--- src/rtl/snzPkg.sv ---
package snzPkg;
  localparam int NPORT = 2;

  typedef enum logic [1:0] {
    ST_AWAKE   = 2'd0,
    ST_SLEEP   = 2'd1,
    ST_RECOVER = 2'd2
  } snzState_t;

  // strobes from one port's control to the shared datapath
  typedef struct packed {
    logic cmdEn;   // commands may be sampled
    logic outEn;   // outputs may be driven
  } snzStrobe_t;

  function automatic logic isSelected(input logic ce0N, input logic ce1);
    return !ce0N && ce1;
  endfunction
endpackage

--- src/rtl/snzPortCtrl.sv ---
module snzPortCtrl
  import snzPkg::*;
#(
  parameter int GUARD = 2
) (
  input  logic       clk,
  input  logic       rstN,
  input  logic       sleepReq,
  input  logic       ce0N,
  input  logic       ce1,
  output snzStrobe_t strobe,
  output logic       asleep,
  output logic       guardErr
);
  localparam int CW = $clog2(GUARD + 1);
  localparam logic [CW-1:0] GUARD_C = CW'(GUARD);
  localparam logic [CW-1:0] RECOV_LOAD = CW'(GUARD - 1);

  snzState_t     state;
  logic          reqMeta;
  logic [CW-1:0] dsCount;
  logic [CW-1:0] recCnt;
  logic          sel;

  assign sel = isSelected(ce0N, ce1);

  // first synchronizer flop; the state register acts as the second
  always_ff @(posedge clk or negedge rstN) begin
    if (!rstN) reqMeta <= 1'b0;
    else       reqMeta <= sleepReq;
  end

  // run of consecutive deselect edges, saturating at GUARD
  always_ff @(posedge clk or negedge rstN) begin
    if (!rstN)                dsCount <= '0;
    else if (sel)             dsCount <= '0;
    else if (dsCount != GUARD_C) dsCount <= dsCount + 1'b1;
  end

  always_ff @(posedge clk or negedge rstN) begin
    if (!rstN) begin
      state    <= ST_AWAKE;
      recCnt   <= '0;
      guardErr <= 1'b0;
    end else begin
      case (state)
        ST_AWAKE: begin
          if (reqMeta) begin
            state <= ST_SLEEP;
            if (sel || (dsCount < GUARD_C)) guardErr <= 1'b1;
          end
        end
        ST_SLEEP: begin
          if (!reqMeta) begin
            state  <= ST_RECOVER;
            recCnt <= RECOV_LOAD;
          end
        end
        ST_RECOVER: begin
          if (sel) guardErr <= 1'b1;
          if (reqMeta)             state  <= ST_SLEEP;
          else if (recCnt == '0)   state  <= ST_AWAKE;
          else                     recCnt <= recCnt - 1'b1;
        end
        default: state <= ST_AWAKE;
      endcase
    end
  end

  always_comb begin
    strobe.cmdEn = (state == ST_AWAKE);
    strobe.outEn = (state != ST_SLEEP);
    asleep       = (state == ST_SLEEP);
  end
endmodule

--- src/rtl/snzDatapath.sv ---
module snzDatapath
  import snzPkg::*;
#(
  parameter int AW = 4,
  parameter int DW = 8
) (
  input  logic                        clk,
  input  logic                        rstN,
  input  snzStrobe_t [NPORT-1:0]      strobe,
  input  logic [NPORT-1:0]            ce0N,
  input  logic [NPORT-1:0]            ce1,
  input  logic [NPORT-1:0]            rdEn,
  input  logic [NPORT-1:0]            wrEn,
  input  logic [NPORT-1:0][AW-1:0]    addr,
  input  logic [NPORT-1:0][DW-1:0]    wrData,
  output logic [NPORT-1:0][DW-1:0]    rdData,
  output logic [NPORT-1:0]            dataOe
);
  localparam int DEPTH = 1 << AW;

  logic [DW-1:0]          mem [DEPTH];
  logic [NPORT-1:0]       rdAcc;
  logic [NPORT-1:0]       wrAcc;
  logic [NPORT-1:0][DW-1:0] rdReg;
  logic [NPORT-1:0]       oeReg;

  for (genvar p = 0; p < NPORT; p++) begin : g_port
    logic acc;
    assign acc      = strobe[p].cmdEn && isSelected(ce0N[p], ce1[p]);
    assign rdAcc[p] = acc && rdEn[p];
    assign wrAcc[p] = acc && wrEn[p];

    always_ff @(posedge clk or negedge rstN) begin
      if (!rstN) begin
        rdReg[p] <= '0;
        oeReg[p] <= 1'b0;
      end else begin
        oeReg[p] <= rdAcc[p];
        if (rdAcc[p]) rdReg[p] <= mem[addr[p]];
      end
    end

    assign dataOe[p] = oeReg[p] && strobe[p].outEn;
    assign rdData[p] = dataOe[p] ? rdReg[p] : '0;
  end

  // highest port first so port 0 wins a same-address collision
  always_ff @(posedge clk) begin
    for (int p = NPORT - 1; p >= 0; p--) begin
      if (wrAcc[p]) mem[addr[p]] <= wrData[p];
    end
  end
endmodule

--- src/rtl/snzDualPortTop.sv ---
module snzDualPortTop
  import snzPkg::*;
#(
  parameter int AW    = 4,
  parameter int DW    = 8,
  parameter int GUARD = 2
) (
  input  logic                     clk,
  input  logic                     rstN,
  input  logic [NPORT-1:0]         sleepReq,
  input  logic [NPORT-1:0]         ce0N,
  input  logic [NPORT-1:0]         ce1,
  input  logic [NPORT-1:0]         rdEn,
  input  logic [NPORT-1:0]         wrEn,
  input  logic [NPORT-1:0][AW-1:0] addr,
  input  logic [NPORT-1:0][DW-1:0] wrData,
  output logic [NPORT-1:0][DW-1:0] rdData,
  output logic [NPORT-1:0]         dataOe,
  output logic [NPORT-1:0]         portAsleep,
  output logic [NPORT-1:0]         guardErr,
  output logic                     lowCurrent
);
  snzStrobe_t [NPORT-1:0] strobe;

  for (genvar p = 0; p < NPORT; p++) begin : g_ctrl
    snzPortCtrl #(.GUARD(GUARD)) ctrl_i (
      .clk      (clk),
      .rstN     (rstN),
      .sleepReq (sleepReq[p]),
      .ce0N     (ce0N[p]),
      .ce1      (ce1[p]),
      .strobe   (strobe[p]),
      .asleep   (portAsleep[p]),
      .guardErr (guardErr[p])
    );
  end

  snzDatapath #(.AW(AW), .DW(DW)) dp_i (
    .clk    (clk),
    .rstN   (rstN),
    .strobe (strobe),
    .ce0N   (ce0N),
    .ce1    (ce1),
    .rdEn   (rdEn),
    .wrEn   (wrEn),
    .addr   (addr),
    .wrData (wrData),
    .rdData (rdData),
    .dataOe (dataOe)
  );

  assign lowCurrent = &portAsleep;
endmodule

--- config.mk ---
export PLATFORM = sky130hd
export DESIGN_NAME = snzDualPortTop
export DESIGN_NICKNAME = d
export VERILOG_FILES = /design/src/rtl/snzPkg.sv /design/src/rtl/snzPortCtrl.sv /design/src/rtl/snzDatapath.sv /design/src/rtl/snzDualPortTop.sv
export SDC_FILE = /design/constraint.sdc
export NUM_CORES = 1
export LEC_CHECK = 0
export BUFFER_PORTS_ARGS = -buffer_cell sky130_fd_sc_hd__buf_2
export CAP_MARGIN = 20
export CORE_MARGIN = 4
export CORE_UTILIZATION = 55
export DETAILED_ROUTE_END_ITERATION = 12
export PLACE_DENSITY = 0.76
export SLEW_MARGIN = 30
export SYNTH_ARGS = -nofsm -noshare
export SYNTH_HDL_FRONTEND = slang
export SYNTH_SLANG_ARGS = --single-unit
--- constraint.sdc ---
create_clock -name clk -period 2.26 [get_ports clk]
set_clock_uncertainty 0.15 [all_clocks]
set_input_delay 0.226 -clock clk [delete_from_list [all_inputs] [get_ports clk]]
set_output_delay 0.226 -clock clk [all_outputs]
set_load 0.02 [all_outputs]
==> results of run 1 <==
## routing by layer
| metal | global-route usage [%] | vias to the layer above | share of wire (%) |
|---|---|---|---|
| met5 | 0 | - | 0 |
| met4 | 9.978 | 0 | 2.7 |
| met3 | 7.889 | 65 | 12 |
| met2 | 45.34 | 449 | 47 |
| met1 | 39.44 | 3242 | 38 |
| li1 | - | 2675 | - |
## layout by cell type (no fill, tap or decap), types with 3 or more instances in the layout
master / count
edfxtp_1: 128
mux2_2: 104
mux4_2: 64
buf_2: 58
buf_4: 41
dfrtp_1: 34
mux2_4: 31
buf_6: 24
o22ai_1: 19
inv_1: 18
nor2_1: 18
and3_1: 17
clkbuf_16: 17
a21oi_1: 16
nand2_1: 12
mux2i_1: 8
a22oi_1: 8
o211ai_1: 8
buf_12: 8
nand3_1: 7
nand2b_1: 6
nor3_4: 5
o21bai_1: 5
clkinvlp_4: 5
clkbuf_1: 5
or3_4: 4
nand4_1: 4
o21ai_0: 4
ha_1: 4
dlygate4sd3_1: 4
and2_1: 3
nor3_2: 3
bufinv_16: 3
## registers in the layout, summed over array words and instances (netlist names)
name / cells
dp_i.oeReg: 2
dp_i.mem: 128
dp_i.rdReg: 16
g_ctrl.ctrl_i.recCnt: 4
g_ctrl.ctrl_i.dsCount: 4
g_ctrl.ctrl_i.guardErr: 2
g_ctrl.ctrl_i.reqMeta: 2
g_ctrl.ctrl_i.state: 4
## worst reg2reg max path: stages, from the launching register on
cell	delay (ns)
dfrtp_1	0.41
nor4b_4	0.27
buf_6	0.17
buf_6	0.11
nand4_1	0.23
nor2_2	0.23
buf_6	0.18
mux2_2	0.35
## kinds of logic (layout without fill, tap and decap cells)
kind of cell | Yosys count | count (layout) | share of synthesized area (%)
buffers and inverters | 69 | 185 | 3.418
adder cells (fa/ha/maj) | 4 | 4 | 0.5447
flip-flops | 162 | 162 | 51.09
multiplexers | 208 | 208 | 33.22
XOR/XNOR | 2 | 2 | 0.1907
AO/OA/AOI/OAI | 72 | 72 | 4.956
AND/OR/NAND/NOR | 98 | 101 | 6.577
## area by class of cell
cell class	instances	area share, %
well taps	216	2.426
clock inverters	10	1.224
multi-input cells	387	40.03
flip-flops and latches	162	42.14
clock buffers	22	3.987
repair buffers	135	9.591
inverters	18	0.6065
## power by group
group          switching (W)  leakage (nW)  internal (W)
clock                0.00115         0.264       0.00173
sequential         0.0000983          1.56       0.00337
combinational       0.000581          2.36      0.000482
## per-stage QoR
step	hold slack (ns)	setup slack (ns)	instance area, sq um	TNS, ns	power (W)
final	0.05222	-0.08239	11140	-2.031	0.007416
after global routing	0.06890	-0.1152	11140	-9.166	0.007669
after CTS	0.04266	0.002542	10890	0	0.007386
after detailed placement	0.1830	-0.1162	10100	-7.970	0.004523
after global placement	0.1616	-0.07736	10100	-5.115	0.004462
after floorplan	-0.2196	-0.1464	9193	-17.30	0.004182
## worst max path at each step
stage / start / endpoint / depth (start not counted)
finish: g_ctrl[0].ctrl_i.state[0] / dp_i.mem[11][2] / 7
global route: g_ctrl[0].ctrl_i.state[0] / dp_i.mem[8][4] / 8
CTS: g_ctrl[0].ctrl_i.state[0] / dp_i.mem[9][4] / 8
detailed placement: g_ctrl[0].ctrl_i.state[1] / dp_i.mem[2][3] / 6
global placement: g_ctrl[0].ctrl_i.state[1] / dp_i.mem[12][0] / 7
floorplan: g_ctrl[0].ctrl_i.state[1] / dp_i.mem[1][0] / 6
## what timing repair did
item                                    4_1_cts  5_1_grt
pin swaps                                     3        7
cloned                                        3        3
resized for setup                            24       59
setup buffers                                 4        0
hold endpoints to repair                     37        0
hold buffers                                  4        0
endpoints found under the setup margin      184      185
==> results.yml, run 1 <==
status:
  status: "finished, violations left"
  violations: "negative setup slack"
critical_path:
  path_max_fanout: 8
  required_ns: 2.29
  critical_path_class: "flop to flop"
  ff2ff_setup_slack_ns: -0.08
  ff2ff_path_depth: 7
  timing.critical_path.mode_cell: "buf_6"
  cp_cell_sequence: "nor4b_4 > buf_6 > buf_6 > nand4_1 > nor2_2 > buf_6 > mux2_2"
  cpLargestDelayFamily: "simple AND/OR/NAND/NOR gates"
  cp_num_buf_inv: 3
  endpoint_kind: "flop"
  max_stage_delay_ns: 0.41
  r2r-end: "dp_i.mem[11][2]"
  r2r_start: "g_ctrl[0].ctrl_i.state[0]"
  cp.arrival_ns: 2.37
  startpoint_type: "flop"
  crit_path_top_delay_cell: "dfrtp_1"
sta:
  setup_viol: 63
  fin_ws_ns: -0.08239
  max_freq_mhz: 426.9
  min_period_ns: 2.342
  maxSlewHeadroom_pct: 49.23
  rsz0062_at_grt: "true"
  slew_viol_final: 0
  hold_viol_final: 0
  tightest_slew_ns: 0.7615
  finalCritPeriodShare_pct: 103.6
clocking:
  cts_root_buf: "clkbuf_16"
  clock_latency_ns: 0.43
  cts_sinks: 162
  cts_tree: "yes"
  clk_pin_slew_ns: 0.06
  clockBufferDepth: 2
  cts_buffers: 17
  h-tree-depth: 4
cells_and_area:
  multi_input_area_sq_um: 4459
  nFillCells: 1061
  fin_cells: 950
  area_delta_synth_final_pct: 21.24
  final_nets: 761
  drive_gt1_share_pct: 53.27
  seqCellArea_sq_um: 4695
  num_antenna_cells: 0
  utilization_pct: 69.13
detailed_routing:
  wl_per_cell_um: 28.05
  drt_wl_total_um: 26650
  ant_nets: 0
  via_per_inst: 6.769
  drt_pass1_iterations: 5
  drc: 0
  first_iter_violations: 832
  vias: 6431
power_and_ir_drop:
  ir_worst_vdd_mv: 0.5725
  power_density_nw_per_um2: 665.7
  power_leakage_nw: 4.181
synthesis:
  yosysWarnings: 0
  syn_inst: 615
  synth_ff_type: "edfxtp_1"
  yosysTopAreaCell: "edfxtp_1"
  netlist_top_cells_area: "edfxtp_1 (42%), mux2_2 (16%), mux4_2 (16%)"
  synth_area_sq_um: 9189
  yosys_register_bits: 162
  syn-num-nets: 655
  synth.most_common_cell: "mux2_2"
  synth_edf_count: 128
  synth_top_cell_area_share_pct: 41.83
  avgSynthCellArea_sq_um: 14.94
  ys_types: 41
  synth_common_cells: "mux2_2 (134), edfxtp_1 (128), mux4_2 (64)"
  ys_seq_area_share_pct: 51.09
  synth-async-reset-ratio_pct: 20.99
floorplan:
  rows: 46
  core_area_sq_um: 16120
  die_width_um: 137.3
  die_y_um: 137.3
  start_util_pct: 57.02
  ios: 59
  die_area_sq_um: 18840
hold_path:
  hold_depth: 3
  worstHoldStart: "ce1[0]"
  hold_path_end: "g_ctrl[0].ctrl_i.dsCount[0]"
  hp-class: "primary input to flop"
global_route:
  gr-total-overflow: 0
  grt_pass1_vias: 6459
  grt_max_degree: 35
  track_usage_pct: 28.93
  antenna_found_initial: 0
  grt_pass1_wl_um: 39090
run:
  cap_viol_max_count: 0
placed_design:
  gp_congestion: 0.9527
  io_buffers: 58
  place_inst: 904
  hpwl_um: 18200
Note: power is estimated with default switching activity, not from simulation.
==> inputs of run 2 (changes only) <==
--- a/config.mk
+++ b/config.mk
@@ -5,12 +5,13 @@
 export SDC_FILE = /design/constraint.sdc
 export NUM_CORES = 1
 export LEC_CHECK = 0
+export ABC_CLOCK_PERIOD_IN_PS = 2200
 export BUFFER_PORTS_ARGS = -buffer_cell sky130_fd_sc_hd__buf_2
 export CAP_MARGIN = 20
 export CORE_MARGIN = 4
 export CORE_UTILIZATION = 55
 export DETAILED_ROUTE_END_ITERATION = 12
-export PLACE_DENSITY = 0.76
+export PLACE_DENSITY = 0.73
 export SLEW_MARGIN = 30
 export SYNTH_ARGS = -nofsm -noshare
 export SYNTH_HDL_FRONTEND = slang
==> constraint.sdc (replaced) <==
create_clock -name clk -period 2.2 [get_ports clk]
set_clock_uncertainty 0.15 [all_clocks]
set_input_delay 0.22 -clock clk [delete_from_list [all_inputs] [get_ports clk]]
set_output_delay 0.22 -clock clk [all_outputs]
set_load 0.02 [all_outputs]
==> run 2 against run 1 <==
Net effect: the run still ends with negative setup slack left; critical path type unchanged; die area unchanged; routed wire length down 2.9%; core utilization up 2.3 points; power down 0.16%; non-clock buffer count rose by 10; largest cell class is now multi-input gates; final area grew 3.3%; critical path depth is the same; sequential power rose by 3%; via count shrank 1.3%.
==> results.yml, run 2 (synthesis results as in run 1) <==
hold_path:
  hp-class: "primary input to flop"
  worstHoldStart: "ce0N[1]"
sta:
  max_freq_mhz: 432.9
  finalCritPeriodShare_pct: 105.0
  rsz0062_at_grt: "true"
  maxSlewHeadroom_pct: 50.86
  hold_viol_final: 0
  tightest_slew_ns: 0.7371
  fin_ws_ns: -0.1097
  finalSetupTns_ns: -4.900
  fin_hold_ws_ns: 0.06000
  slew_viol_final: 0
  min_period_ns: 2.310
  setup_viol: 90
floorplan:
  die_width_um: 137.3
  core_area_sq_um: 16120
  ios: 59
  start_util_pct: 57.02
  die_area_sq_um: 18840
  rows: 46
  die_y_um: 137.3
critical_path:
  startpoint_type: "flop"
  path_max_fanout: 7
  required_ns: 2.22
  timing.critical_path.mode_cell: "buf_6"
  cp.arrival_ns: 2.33
  r2r_start: "g_ctrl[0].ctrl_i.state[0]"
  crit_path_top_delay_cell: "dfrtp_2"
  critical_path_class: "flop to flop"
  endpoint_kind: "flop"
  cp_cell_sequence: "nor4b_4 > buf_6 > nand3b_4 > buf_6 > nor3_4 > buf_6 > mux2_4"
  max_stage_delay_ns: 0.43
  cp-startpoint: "g_ctrl[0].ctrl_i.state[0]"
detailed_routing:
  ant_nets: 0
  wl_per_cell_um: 27.06
  first_iter_violations: 683
  vias: 6345
  via_per_inst: 6.630
  drt_wl_total_um: 25890
  drc: 0
  drt_pass1_iterations: 7
cells_and_area:
  final_common_cell: "edfxtp_1"
  fin_cells: 957
  final_nets: 768
  num_antenna_cells: 0
  drive_gt1_share_pct: 54.66
  layout_common_cells: "edfxtp_1 (128), mux2_4 (89), mux4_2 (64)"
  largest_register_ffs: 128
  utilization_pct: 71.41
  area_delta_synth_final_pct: 25.24
  nFillCells: 1027
power_and_ir_drop:
  p_seq_share_pct: 48.1
  swShare_pct: 25.26
  clockPowerShare_pct: 36.4
  ir_worst_vdd_mv: 0.5555
  power_switching_w: 0.001871
  power_leakage_nw: 4.440
  comb_power_share_pct: 15.4
  power_density_nw_per_um2: 643.4
  intPower_w: 0.005534
clocking:
  cts_buffers: 17
  clock_latency_ns: 0.43
  cts_sinks: 162
  clk_pin_slew_ns: 0.06
  cts_tree: "yes"
  h-tree-depth: 4
  clockBufferDepth: 2
  cts_root_buf: "clkbuf_16"
placed_design:
  gp_congestion: 0.9281
  place_inst: 918
  hpwl_um: 18070
  io_buffers: 58
status:
  status: "finished, violations left"
  violations: "negative setup slack"
global_route:
  gr-total-overflow: 0
  antenna_found_initial: 0
  grt_pass1_wl_um: 38700
  grt_pass1_vias: 6397
  track_usage_pct: 28.54
  grt_max_degree: 35
run:
  cap_viol_max_count: 0
==> run 2: cell types whose count changed in the layout (fill, tap and decap cells not counted), sizes merged <==
cell and change:
buf +10, clkinv +8, clkbuf -4, bufinv -2, clkinvlp -2, or3 -2
nand3b -1
==> run 2: per-stage QoR <==
stage / worst slack [ns] / instance area [sq um] / power, W
global placement: -0.09207 / 10470 / 0.004615
detailed placement: -0.1320 / 10470 / 0.004679
global route: -0.1746 / 11510 / 0.007652
floorplan: -0.06580 / 9364 / 0.004315
finish: -0.1097 / 11510 / 0.007405
CTS: -0.08462 / 11210 / 0.007359
==> run 2: what timing repair did <==
item                       CTS  global route
setup buffers                2             2
setup endpoints to repair  145           194
hold buffers                 4             0
pin swaps                    3             9
gates resized for setup     36            75
hold endpoints to repair    38             0
==> run 2: path summary, 6_finish.rpt <==
kind                                          endpoint  slack, ns  cells after the start
max                                     dp_i.mem[4][0]      -0.11                      7
min                        g_ctrl[1].ctrl_i.dsCount[1]       0.06                      4
max reg2reg                             dp_i.mem[4][0]      -0.11                      7
min reg2reg                  g_ctrl[1].ctrl_i.guardErr       0.33                      2
max in group asynchronous    g_ctrl[0].ctrl_i.state[0]       1.14                      2
min in group asynchronous    g_ctrl[1].ctrl_i.state[1]       0.24                      2
==> run 2: cell type report <==
type / instances / area [sq um] / share of cell area (%)
multi-input combinational: 384 / 4715 / 40.97
sequential: 162 / 4696 / 40.80
timing repair buffer: 145 / 1234 / 10.72
clock buffer: 18 / 429.2 / 3.729
tap: 216 / 270.3 / 2.348
clock inverter: 14 / 97.59 / 0.8480
inverter: 18 / 67.56 / 0.5871
==> run 2: power by group through the flow <==
stage | Clock (W) | Combinational [W] | Sequential (W)
2_1_floorplan | 0 | 0.000724 | 0.00359
3_3_place_gp | 0 | 0.00100 | 0.00361
3_5_place_dp | 0 | 0.00105 | 0.00362
4_1_cts | 0.00271 | 0.00109 | 0.00356
5_1_grt | 0.00283 | 0.00124 | 0.00358
6_report | 0.00270 | 0.00114 | 0.00356
==> run 2: routing by layer <==
metal	vias up	wire, um	global-route usage, %
met5	-	0	0
met4	0	737	9.257
met3	69	2373	5.807
met2	361	12540	46.54
met1	3237	10240	38.88
li1	2678	-	-
==> run 2: worst max-delay path, delay by kind of cell (launching register included) <==
family	cells	cell delay, ns
buffers and inverters	3	0.53
and+or+nand+nor	3	0.65
muxes	1	0.30
DFF	1	0.43
